[src/rtl/exc_entry_pkg.sv]
// Shared encodings for the exception entry controller.
// Assumes the status word and syndrome are at least 15 bits wide.
package exc_entry_pkg;
    typedef enum logic [1:0] {
        EV_HWEXC = 2'd0,
        EV_MMU   = 2'd1,
        EV_IRQ   = 2'd2,
        EV_BREAK = 2'd3
    } ev_kind_t;

    typedef enum logic [1:0] {
        ACC_FETCH = 2'd0,
        ACC_LOAD  = 2'd1,
        ACC_STORE = 2'd2,
        ACC_RSVD  = 2'd3
    } acc_kind_t;

    localparam int ST_IE  = 1;
    localparam int ST_BIP = 3;
    localparam int ST_EIP = 9;
    localparam int ST_UM  = 11;
    localparam int ST_UMS = 12;
    localparam int ST_VM  = 13;
    localparam int ST_VMS = 14;

    localparam int SYN_STORE_BIT = 10;
    localparam int SYN_DSLOT_BIT = 12;

    localparam logic [4:0] RA_IRQ = 5'd14;
    localparam logic [4:0] RA_BRK = 5'd16;
    localparam logic [4:0] RA_EXC = 5'd17;

    localparam logic [7:0] OFS_IRQ = 8'h10;
    localparam logic [7:0] OFS_BRK = 8'h18;
    localparam logic [7:0] OFS_EXC = 8'h20;
endpackage

[src/rtl/exc_accept.sv]
// Acceptance decision for one event request.
// Assumes status bits arrive already extracted.
// A memory fault during the busy cycle is diverted to the double-fault path.
module exc_accept
    import exc_entry_pkg::*;
#(
    parameter bit EXC_EN = 1'b1
) (
    input  logic     req_valid,
    input  ev_kind_t kind,
    input  logic     st_ie,
    input  logic     st_bip,
    input  logic     st_eip,
    input  logic     in_dslot,
    input  logic     in_imm,
    input  logic     mmu_busy,
    output logic     accept,
    output logic     dfault_hit
);
    logic hw_ok;

    // Configuration gate for hardware exceptions.
    generate
        if (EXC_EN) begin : g_exc_on
            assign hw_ok = 1'b1;
        end else begin : g_exc_off
            assign hw_ok = 1'b0;
        end
    endgenerate

    // Per-kind acceptance conditions.
    always_comb begin
        accept     = 1'b0;
        dfault_hit = 1'b0;
        if (req_valid) begin
            unique case (kind)
                EV_HWEXC: accept = hw_ok;
                EV_MMU: begin
                    accept     = !mmu_busy;
                    dfault_hit = mmu_busy;
                end
                EV_IRQ:   accept = st_ie && !st_bip && !st_eip && !in_dslot && !in_imm;
                EV_BREAK: accept = 1'b1;
                default:  accept = 1'b0;
            endcase
        end
    end
endmodule

[src/rtl/exc_target.sv]
// Handler address, return register index and corrected return address.
// Assumes XLEN >= 8 so the vector offsets fit.
module exc_target
    import exc_entry_pkg::*;
#(
    parameter int          XLEN     = 32,
    parameter logic [XLEN-1:0] VEC_BASE = '0
) (
    input  ev_kind_t        kind,
    input  logic [XLEN-1:0] pc,
    input  logic            in_dslot,
    input  logic            in_imm,
    input  logic            br_was_imm,
    output logic [XLEN-1:0] vec_pc,
    output logic [4:0]      ra_idx,
    output logic [XLEN-1:0] ra_val
);
    localparam logic [XLEN-1:0] WORD = XLEN'(4);

    logic [XLEN-1:0] mmu_back;

    // Distance the memory-fault return address moves back.
    always_comb begin
        if (in_dslot)
            mmu_back = br_was_imm ? (WORD + WORD) : WORD;
        else if (in_imm)
            mmu_back = WORD;
        else
            mmu_back = '0;
    end

    // Vector, register and return value per kind.
    always_comb begin
        unique case (kind)
            EV_IRQ: begin
                vec_pc = VEC_BASE + XLEN'(OFS_IRQ);
                ra_idx = RA_IRQ;
                ra_val = pc;
            end
            EV_BREAK: begin
                vec_pc = VEC_BASE + XLEN'(OFS_BRK);
                ra_idx = RA_BRK;
                ra_val = pc;
            end
            EV_MMU: begin
                vec_pc = VEC_BASE + XLEN'(OFS_EXC);
                ra_idx = RA_EXC;
                ra_val = pc - mmu_back;
            end
            default: begin
                vec_pc = VEC_BASE + XLEN'(OFS_EXC);
                ra_idx = RA_EXC;
                ra_val = pc + WORD;
            end
        endcase
    end
endmodule

[src/rtl/exc_state_upd.sv]
// Next values of status, syndrome, address and branch-target registers.
// Assumes the previous register values are fed back from the top.
module exc_state_upd
    import exc_entry_pkg::*;
#(
    parameter int XLEN    = 32,
    parameter int CAUSE_W = 5
) (
    input  ev_kind_t           kind,
    input  logic [XLEN-1:0]    status_in,
    input  logic [XLEN-1:0]    esr_prev,
    input  logic [XLEN-1:0]    ear_prev,
    input  logic [XLEN-1:0]    btr_prev,
    input  logic [XLEN-1:0]    br_target,
    input  logic [XLEN-1:0]    fault_addr,
    input  logic               in_dslot,
    input  acc_kind_t          acc,
    input  logic               fault_miss,
    input  logic [CAUSE_W-1:0] hw_cause,
    output logic [XLEN-1:0]    status_nxt,
    output logic [XLEN-1:0]    esr_nxt,
    output logic [XLEN-1:0]    ear_nxt,
    output logic [XLEN-1:0]    btr_nxt
);
    logic [XLEN-1:0] st_shift;
    logic [4:0]      mmu_code;
    logic            is_fault;

    assign is_fault = (kind == EV_HWEXC) || (kind == EV_MMU);

    // Move mode bits into their shadows, then set per-kind flags.
    always_comb begin
        st_shift            = status_in;
        st_shift[ST_UMS]    = status_in[ST_UM];
        st_shift[ST_VMS]    = status_in[ST_VM];
        st_shift[ST_UM]     = 1'b0;
        st_shift[ST_VM]     = 1'b0;
        status_nxt          = st_shift;
        unique case (kind)
            EV_IRQ:   status_nxt[ST_IE]  = 1'b0;
            EV_BREAK: status_nxt[ST_BIP] = 1'b1;
            default:  status_nxt[ST_EIP] = 1'b1;
        endcase
    end

    // Memory fault syndrome code from fetch/data and miss/protection.
    always_comb begin
        mmu_code = 5'd16;
        mmu_code[0] = (acc == ACC_FETCH);
        mmu_code[1] = fault_miss;
    end

    // Syndrome, address and saved branch target.
    always_comb begin
        esr_nxt = esr_prev;
        ear_nxt = ear_prev;
        btr_nxt = btr_prev;
        if (is_fault) begin
            ear_nxt = fault_addr;
            if (kind == EV_MMU) begin
                esr_nxt = XLEN'(mmu_code);
                esr_nxt[SYN_STORE_BIT] = (acc == ACC_STORE);
            end else begin
                esr_nxt = XLEN'(hw_cause);
            end
            esr_nxt[SYN_DSLOT_BIT] = in_dslot;
            if (in_dslot)
                btr_nxt = br_target;
        end
    end
endmodule

[src/rtl/exc_entry_ctrl.sv]
// Top of the exception entry controller: registers every entry effect
// in one cycle and keeps the sticky double-fault flag.
// Assumes requests are held by the pipeline only as long as it wants them.
module exc_entry_ctrl
    import exc_entry_pkg::*;
#(
    parameter int              XLEN     = 32,
    parameter int              CAUSE_W  = 5,
    parameter logic [XLEN-1:0] VEC_BASE = '0,
    parameter bit              EXC_EN   = 1'b1
) (
    input  logic               clk,
    input  logic               rst_n,
    input  logic               req_valid,
    input  logic [1:0]         req_kind,
    input  logic [XLEN-1:0]    cur_pc,
    input  logic [XLEN-1:0]    br_target,
    input  logic               in_dslot,
    input  logic               in_imm,
    input  logic               br_was_imm,
    input  logic [XLEN-1:0]    status_in,
    input  logic [1:0]         acc_kind,
    input  logic               fault_miss,
    input  logic [XLEN-1:0]    fault_addr,
    input  logic [CAUSE_W-1:0] hw_cause,
    output logic               entry_valid,
    output logic [XLEN-1:0]    new_pc,
    output logic               rf_we,
    output logic [4:0]         rf_waddr,
    output logic [XLEN-1:0]    rf_wdata,
    output logic [XLEN-1:0]    status_out,
    output logic [XLEN-1:0]    esr_out,
    output logic [XLEN-1:0]    ear_out,
    output logic [XLEN-1:0]    btr_out,
    output logic               flush_flags,
    output logic               resv_clr,
    output logic               double_fault
);
    ev_kind_t        kind;
    logic            accept, dfault_hit, mmu_busy;
    logic [XLEN-1:0] vec_pc, ra_val, status_nxt, esr_nxt, ear_nxt, btr_nxt;
    logic [4:0]      ra_idx;

    assign kind = ev_kind_t'(req_kind);

    exc_accept #(.EXC_EN(EXC_EN)) u_accept (
        .req_valid (req_valid),
        .kind      (kind),
        .st_ie     (status_in[ST_IE]),
        .st_bip    (status_in[ST_BIP]),
        .st_eip    (status_in[ST_EIP]),
        .in_dslot  (in_dslot),
        .in_imm    (in_imm),
        .mmu_busy  (mmu_busy),
        .accept    (accept),
        .dfault_hit(dfault_hit)
    );

    exc_target #(.XLEN(XLEN), .VEC_BASE(VEC_BASE)) u_target (
        .kind      (kind),
        .pc        (cur_pc),
        .in_dslot  (in_dslot),
        .in_imm    (in_imm),
        .br_was_imm(br_was_imm),
        .vec_pc    (vec_pc),
        .ra_idx    (ra_idx),
        .ra_val    (ra_val)
    );

    exc_state_upd #(.XLEN(XLEN), .CAUSE_W(CAUSE_W)) u_state (
        .kind      (kind),
        .status_in (status_in),
        .esr_prev  (esr_out),
        .ear_prev  (ear_out),
        .btr_prev  (btr_out),
        .br_target (br_target),
        .fault_addr(fault_addr),
        .in_dslot  (in_dslot),
        .acc       (acc_kind_t'(acc_kind)),
        .fault_miss(fault_miss),
        .hw_cause  (hw_cause),
        .status_nxt(status_nxt),
        .esr_nxt   (esr_nxt),
        .ear_nxt   (ear_nxt),
        .btr_nxt   (btr_nxt)
    );

    // Entry pulses and the one-cycle memory-fault busy window.
    always_ff @(posedge clk) begin
        if (!rst_n) begin
            entry_valid  <= 1'b0;
            rf_we        <= 1'b0;
            flush_flags  <= 1'b0;
            resv_clr     <= 1'b0;
            mmu_busy     <= 1'b0;
        end else begin
            entry_valid  <= accept;
            rf_we        <= accept;
            flush_flags  <= accept;
            resv_clr     <= accept;
            mmu_busy     <= accept && (kind == EV_MMU);
        end
    end

    // Sticky nested-fault flag.
    always_ff @(posedge clk) begin
        if (!rst_n)
            double_fault <= 1'b0;
        else if (dfault_hit)
            double_fault <= 1'b1;
    end

    // Architectural register updates, committed together on acceptance.
    always_ff @(posedge clk) begin
        if (!rst_n) begin
            new_pc     <= '0;
            rf_waddr   <= '0;
            rf_wdata   <= '0;
            status_out <= '0;
            esr_out    <= '0;
            ear_out    <= '0;
            btr_out    <= '0;
        end else if (accept) begin
            new_pc     <= vec_pc;
            rf_waddr   <= ra_idx;
            rf_wdata   <= ra_val;
            status_out <= status_nxt;
            esr_out    <= esr_nxt;
            ear_out    <= ear_nxt;
            btr_out    <= btr_nxt;
        end
    end
endmodule

[config.mk]
export PLATFORM = sky130hd
export DESIGN_NAME = exc_entry_ctrl
export DESIGN_NICKNAME = d
export VERILOG_FILES = /design/src/rtl/exc_entry_pkg.sv /design/src/rtl/exc_accept.sv /design/src/rtl/exc_target.sv /design/src/rtl/exc_state_upd.sv /design/src/rtl/exc_entry_ctrl.sv
export SDC_FILE = /design/constraint.sdc
export NUM_CORES = 1
export LEC_CHECK = 0
export BUFFER_PORTS_ARGS = -buffer_cell sky130_fd_sc_hd__clkbuf_2
export CAP_MARGIN = 20
export CORE_UTILIZATION = 40
export DETAILED_ROUTE_END_ITERATION = 12
export HOLD_SLACK_MARGIN = 0.12
export PLACE_DENSITY = 0.69
export SKIP_CTS_REPAIR_TIMING = 1
export SLEW_MARGIN = 20
export SYNTH_ARGS = -nofsm -noshare
export SYNTH_HDL_FRONTEND = slang
export SYNTH_SLANG_ARGS = --single-unit
export TNS_END_PERCENT = 30
[constraint.sdc]
create_clock -name clk -period 7.5 [get_ports clk]
set_clock_uncertainty 0.2 [all_clocks]
set_input_delay 1.5 -clock clk [delete_from_list [all_inputs] [get_ports clk]]
set_output_delay 1.5 -clock clk [all_outputs]
set_load 0.01 [all_outputs]
**Word-level counts from Yosys, hierarchy flattened**

Cells that the tools add are included.

- Add/sub/neg operators: 2
- Equality and inequality tests: 4
- Reductions and logical operators: 17
- Multiplexer cells: 14

Operator list:

| cell | count |
|---|---|
| one-hot mux 32 bit (2 select lines) | 1 |
| adder 32 x 3 -> 32 bit (second input constant) | 1 |
| two-way mux 32 bit | 1 |
| subtractor 32 bit | 1 |
| one-hot mux 6 bit (2 select lines) | 1 |
| two-way mux 11 bit | 1 |
| one-hot mux 5 bit (2 select lines) | 1 |
| == test 2 bit (second input constant) | 3 |
| two-way mux 1 bit | 6 |
| logical AND 1 bit | 5 |
| logical NOT 1 bit | 5 |
| logical NOT 2 bit | 2 |
| two-way mux 4 bit | 1 |
| OR reduction 2 bit | 2 |
| two-way mux 3 bit | 1 |
| one-hot mux 1 bit (3 select lines) | 1 |
| AND reduction 3 bit | 1 |
| == test 2 x 1 -> 1 bit (second input constant) | 1 |
| AND reduction 2 bit | 1 |
| logical OR 1 bit | 1 |

- Input bits: 144
- Word-level logic and storage cells: 47
- Bits in registers: 198

**Depth between registers and ports, before layout**

- Depth in word-level cells: 8
- Gate-level depth with buffers: 18
- Depth with buffers taken out: 13

**Hierarchy**

A second synthesis with hierarchy kept.

- Cells, all modules: 1126
- Area total of the unflattened synthesis: 11190.7 µm²

By module, submodules not included:

| module | cells each | area each (µm²) | sequential area each (µm²) | instances |
|---|---|---|---|---|
| exc_entry_ctrl | 644 | 7558.5 | 4003.8 | 1 |
| exc_target | 319 | 2117.0 | 0.0 | 1 |
| exc_state_upd | 154 | 1445.1 | 0.0 | 1 |
| exc_accept | 9 | 70.1 | 0.0 | 1 |

**Worst setup path after synthesis**

Ideal clock, no wire load.

- Path kind: input to register
- Start point: input req_kind[1]
- End point: register rf_wdata[28]
- Required time: 7.183 ns
- Cell stages on the path: 18
- Data arrival time: 5.195 ns
- Slack: 1.988 ns
- Path buffers: 5
- Cell sequence: inv_1 > ha_1 > buf_2 > buf_2 > buf_2 > buf_2 > buf_1 > nand2_1 > ha_1 > inv_1 > fa_1 > or3b_1 > a211o_1 > and2_4 > o21ai_4 > a31oi_2 > or4_1 > a32o_1

- Cells in the longest elaborated chain, start to end: 4
- Elaborated cells between the ends (all ways): 9

Ends and longest elaborated chain:

| element | line | source |
|---|---|---|
| from (decl) | exc_entry_ctrl.sv:15 | `input logic [1:0] req_kind,` |
| == test 2 bit or logical NOT 2 bit (tied branches) | exc_accept.sv:36, exc_target.sv:34 |  |
| OR reduction 2 bit (no source line) | -- |  |
| one-hot mux 1 bit (3 select lines) | exc_accept.sv:36 | `unique case (kind)` |
| two-way mux 1 bit | exc_accept.sv:35 | `if (req_valid) begin` |
| to (signal assigned) | exc_entry_ctrl.sv:126 | `rf_wdata <= ra_val;` |
| to (decl) | exc_entry_ctrl.sv:30 | `output logic [XLEN-1:0] rf_wdata,` |

Parallel ways exist; a longest one is shown, timed or not.
A chain may end at the register's enable or synchronous reset.

**Final worst setup path**

Ends and elaborated chain as after synthesis.

==> impl_metrics.ini <==
[status]
status = completed

[die]
start_util_pct = 41.2
core_um2 = 19700
ios = 346
die_h_um = 145
die_w_um = 145
dieArea_um2 = 20900
rows = 51

[logic_synthesis]
synth.top_cell.area_share_pct = 34.7
synth-edff-count = 0
syn_area_um2 = 8130
ys_ff_latch = 141
yosysSeqAreaShare_pct = 34.7
syn_inst = 1100
yosysWarnings = 0
ys_types = 76
yosysTopAreaCell = dfxtp_1
synth_ff_type = dfxtp_1
postSynth.asyncResetShare_pct = 0
yosys-top-cells-area = dfxtp_1 35%, nand2_1 11%, a21oi_1 8.1%
synth_area_per_cell_um2 = 7.39

[placed_design]
place_congestion = 0.881
portBuffers = 287
dp_cells = 1565
dp_hpwl_mm = 18.0

[route]
wl_mm = 25.3
drtIter0Drc = 564
drc = 0
firstDrtPassIters = 5
antenna_left = 0
num_vias = 8379
wl_per_cell_um = 15.8
viasPerCell = 5.25

[worst_setup_path]
end_kind = flop
cp_cell_sequence = clkbuf_2 -> inv_1 -> ha_2 -> inv_2 -> a21oi_1 -> fa_1 -> or3b_1 -> a211o_1 -> and2_4 -> o21ai_4 -> a31oi_2 -> or4_1 -> a32o_1
worstReg2RegEnd = rf_wdata[24]$_SDFFE_PN0N_
crit_fanout = 35
endpoint = rf_wdata[28]$_SDFFE_PN0N_
cp.arrival_ns = 5.18
critPathKind = in -> reg
cp.required_ns = 7.62
critPathMaxStageDelay_ns = 0.43
reg2reg_slack_ns = 4.62
critical_path.startpoint = req_kind[1]
worst-r2r-cell-count = 5
r2r-start = mmu_busy$_SDFF_PN0_
crit_slowest_cell = ha_2
startpoint_type = input pin

[clocking]
cts_root_buf = clkbuf_16
cts_buffers = 17
cts_htree_levels = 4
cts_sinks = 141
insertion_delay_ns = 0.42
cts_buffer_depth = 2
cts_tree = done
clk_pin_slew_ns = 0.06

[final_layout]
nNetsFinal = 1472
diodes = 0
syn_to_final_growth_pct = 22.4
final_common_cell = clkbuf_2
final_cell_mix = 287 x clkbuf_2, 232 x nand2_1, 141 x dfxtp_1
layoutNonFillerInstCount = 1597
layout-drive-gt1-share_pct = 26.6

[run]
maxCapViolations = 0

[timing]
slew_viol_final = 0
finalCritPeriodShare_pct = 67.6
worst_slew_pin_slew_ns = 0.889
hold_viol_final = 0
max_freq_ghz = 0.197
period_minus_slack_ns = 5.07
fin_hold_ws_ns = 0.253
finalSetupViolCount = 0
tns_ns = 0
rsz0062_at_grt = false
relSlewSlack_pct = 40.8

[power_and_ir_drop]
leakagePower_nw = 4.29
p_per_area_nw_per_um2 = 206
ir_drop_uv = 161

[hold_path]
hold_path_class = reg -> reg

[global_routing]
antenna_found_initial = 0
first_global_vias = 7107
grt_overflow_total = 0
grt_util_all_layers_pct = 23.3
grt_pass1_wl_mm = 37.5
grt_max_degree = 71
[routing by layer]
layer	vias to the layer above	share of wire (%)	GRT usage, %
li1	4153	-	-
met1	3857	43	29.8
met2	334	48	38.6
met3	35	7.0	4.83
met4	0	1.9	8.03
met5	-	0	0
[layout make-up]
| type | count | area, um2 |
|---|---|---|
| Tap cell | 265 | 332 |
| Clock inverter | 15 | 168 |
| Timing Repair Buffer | 295 | 1500 |
| Fill cell | 2015 | 9770 |
| Multi-Input combinational cell | 848 | 4640 |
| Sequential cell | 141 | 2820 |
| Inverter | 16 | 61.3 |
| Clock buffer | 17 | 425 |
[metrics by stage]
stage	setup WS [ns]	power [W]	cell area, um2	utilization, %
finish	2.43	0.00205	9950	50.4
global route	2.22	0.00216	9950	50.4
CTS	2.46	0.00207	9940	50.4
detailed placement	2.01	0.00121	9350	47.4
global placement	2.06	0.00121	9350	47.4
floorplan	1.99	0.00109	8330	-
[cells in the mapped netlist, types with 6 or more instances]
cell type and instances:
mux2i_1 14, a21o_1 6, buf_4 62, a31oi_1 8
buf_2 20, ha_1 8, o22a_1 7, o21a_1 9
xor2_1 8, o31a_1 15, a211oi_1 9, o21ai_0 59
inv_1 15, nor3_1 27, or3_1 9, o21ai_1 11
o211ai_1 17, and2_1 7, nand2_1 233, nor2_1 65
clkbuf_1 63, nand3_1 17, nor3b_1 7, nor2b_1 6
a21oi_1 131, nand2b_1 7, a32oi_1 8, or2_2 6
xnor2_1 18, dfxtp_1 141, nor4_1 6
[worst min path at each step]
| stage | from | endpoint | cells past startpoint |
|---|---|---|---|
| 2_1_floorplan | status_out[1]$_SDFFE_PN0N_ | status_out[1]$_SDFFE_PN0N_ | 2 |
| 3_3_place_gp | btr_out[27]$_SDFFE_PN0P_ | btr_out[27]$_SDFFE_PN0P_ | 2 |
| 3_5_place_dp | esr_out[10]$_SDFFE_PN0P_ | esr_out[10]$_SDFFE_PN0P_ | 2 |
| 4_1_cts | esr_out[10]$_SDFFE_PN0P_ | esr_out[10]$_SDFFE_PN0P_ | 2 |
| 5_1_grt | ear_out[1]$_SDFFE_PN0P_ | ear_out[1]$_SDFFE_PN0P_ | 2 |
| 6_report | esr_out[10]$_SDFFE_PN0P_ | esr_out[10]$_SDFFE_PN0P_ | 2 |
[state kept, by name (all words and copies together), names as in the netlist]
register and cells:
btr_out 32, double_fault 1, ear_out 32, esr_out 7, mmu_busy 1, new_pc 2, resv_clr 1, rf_waddr 3
rf_wdata 32, status_out 30
[power by group]
group	switching (W)	internal, W	leakage (nW)	total, W
logic	0.000242	0.000140	2.85	0.000383
registers	0.0000226	0.000792	1.15	0.000814
clock network	0.000380	0.000475	0.291	0.000855
[logic make-up after synthesis]
family,Yosys count,share of synthesized area (%)
adder cells (fa/ha/maj),9,1.48
flip-flops,141,34.7
multiplexers,14,1.72
buffers and inverters,166,11.0
AND/OR/NAND/NOR,425,23.8
XOR/XNOR,26,2.80
AO/OA/AOI/OAI,318,24.4
other,1,0.0461
[critical path: cells and delay by family]
family                     cells  cell delay [ns]
adders and majority gates      2             0.77
AOI/OAI and AO/OA              5             1.32
buffers and inverters          3             0.59
and+or+nand+nor                3             0.97
(Power assumes the default switching activity.)
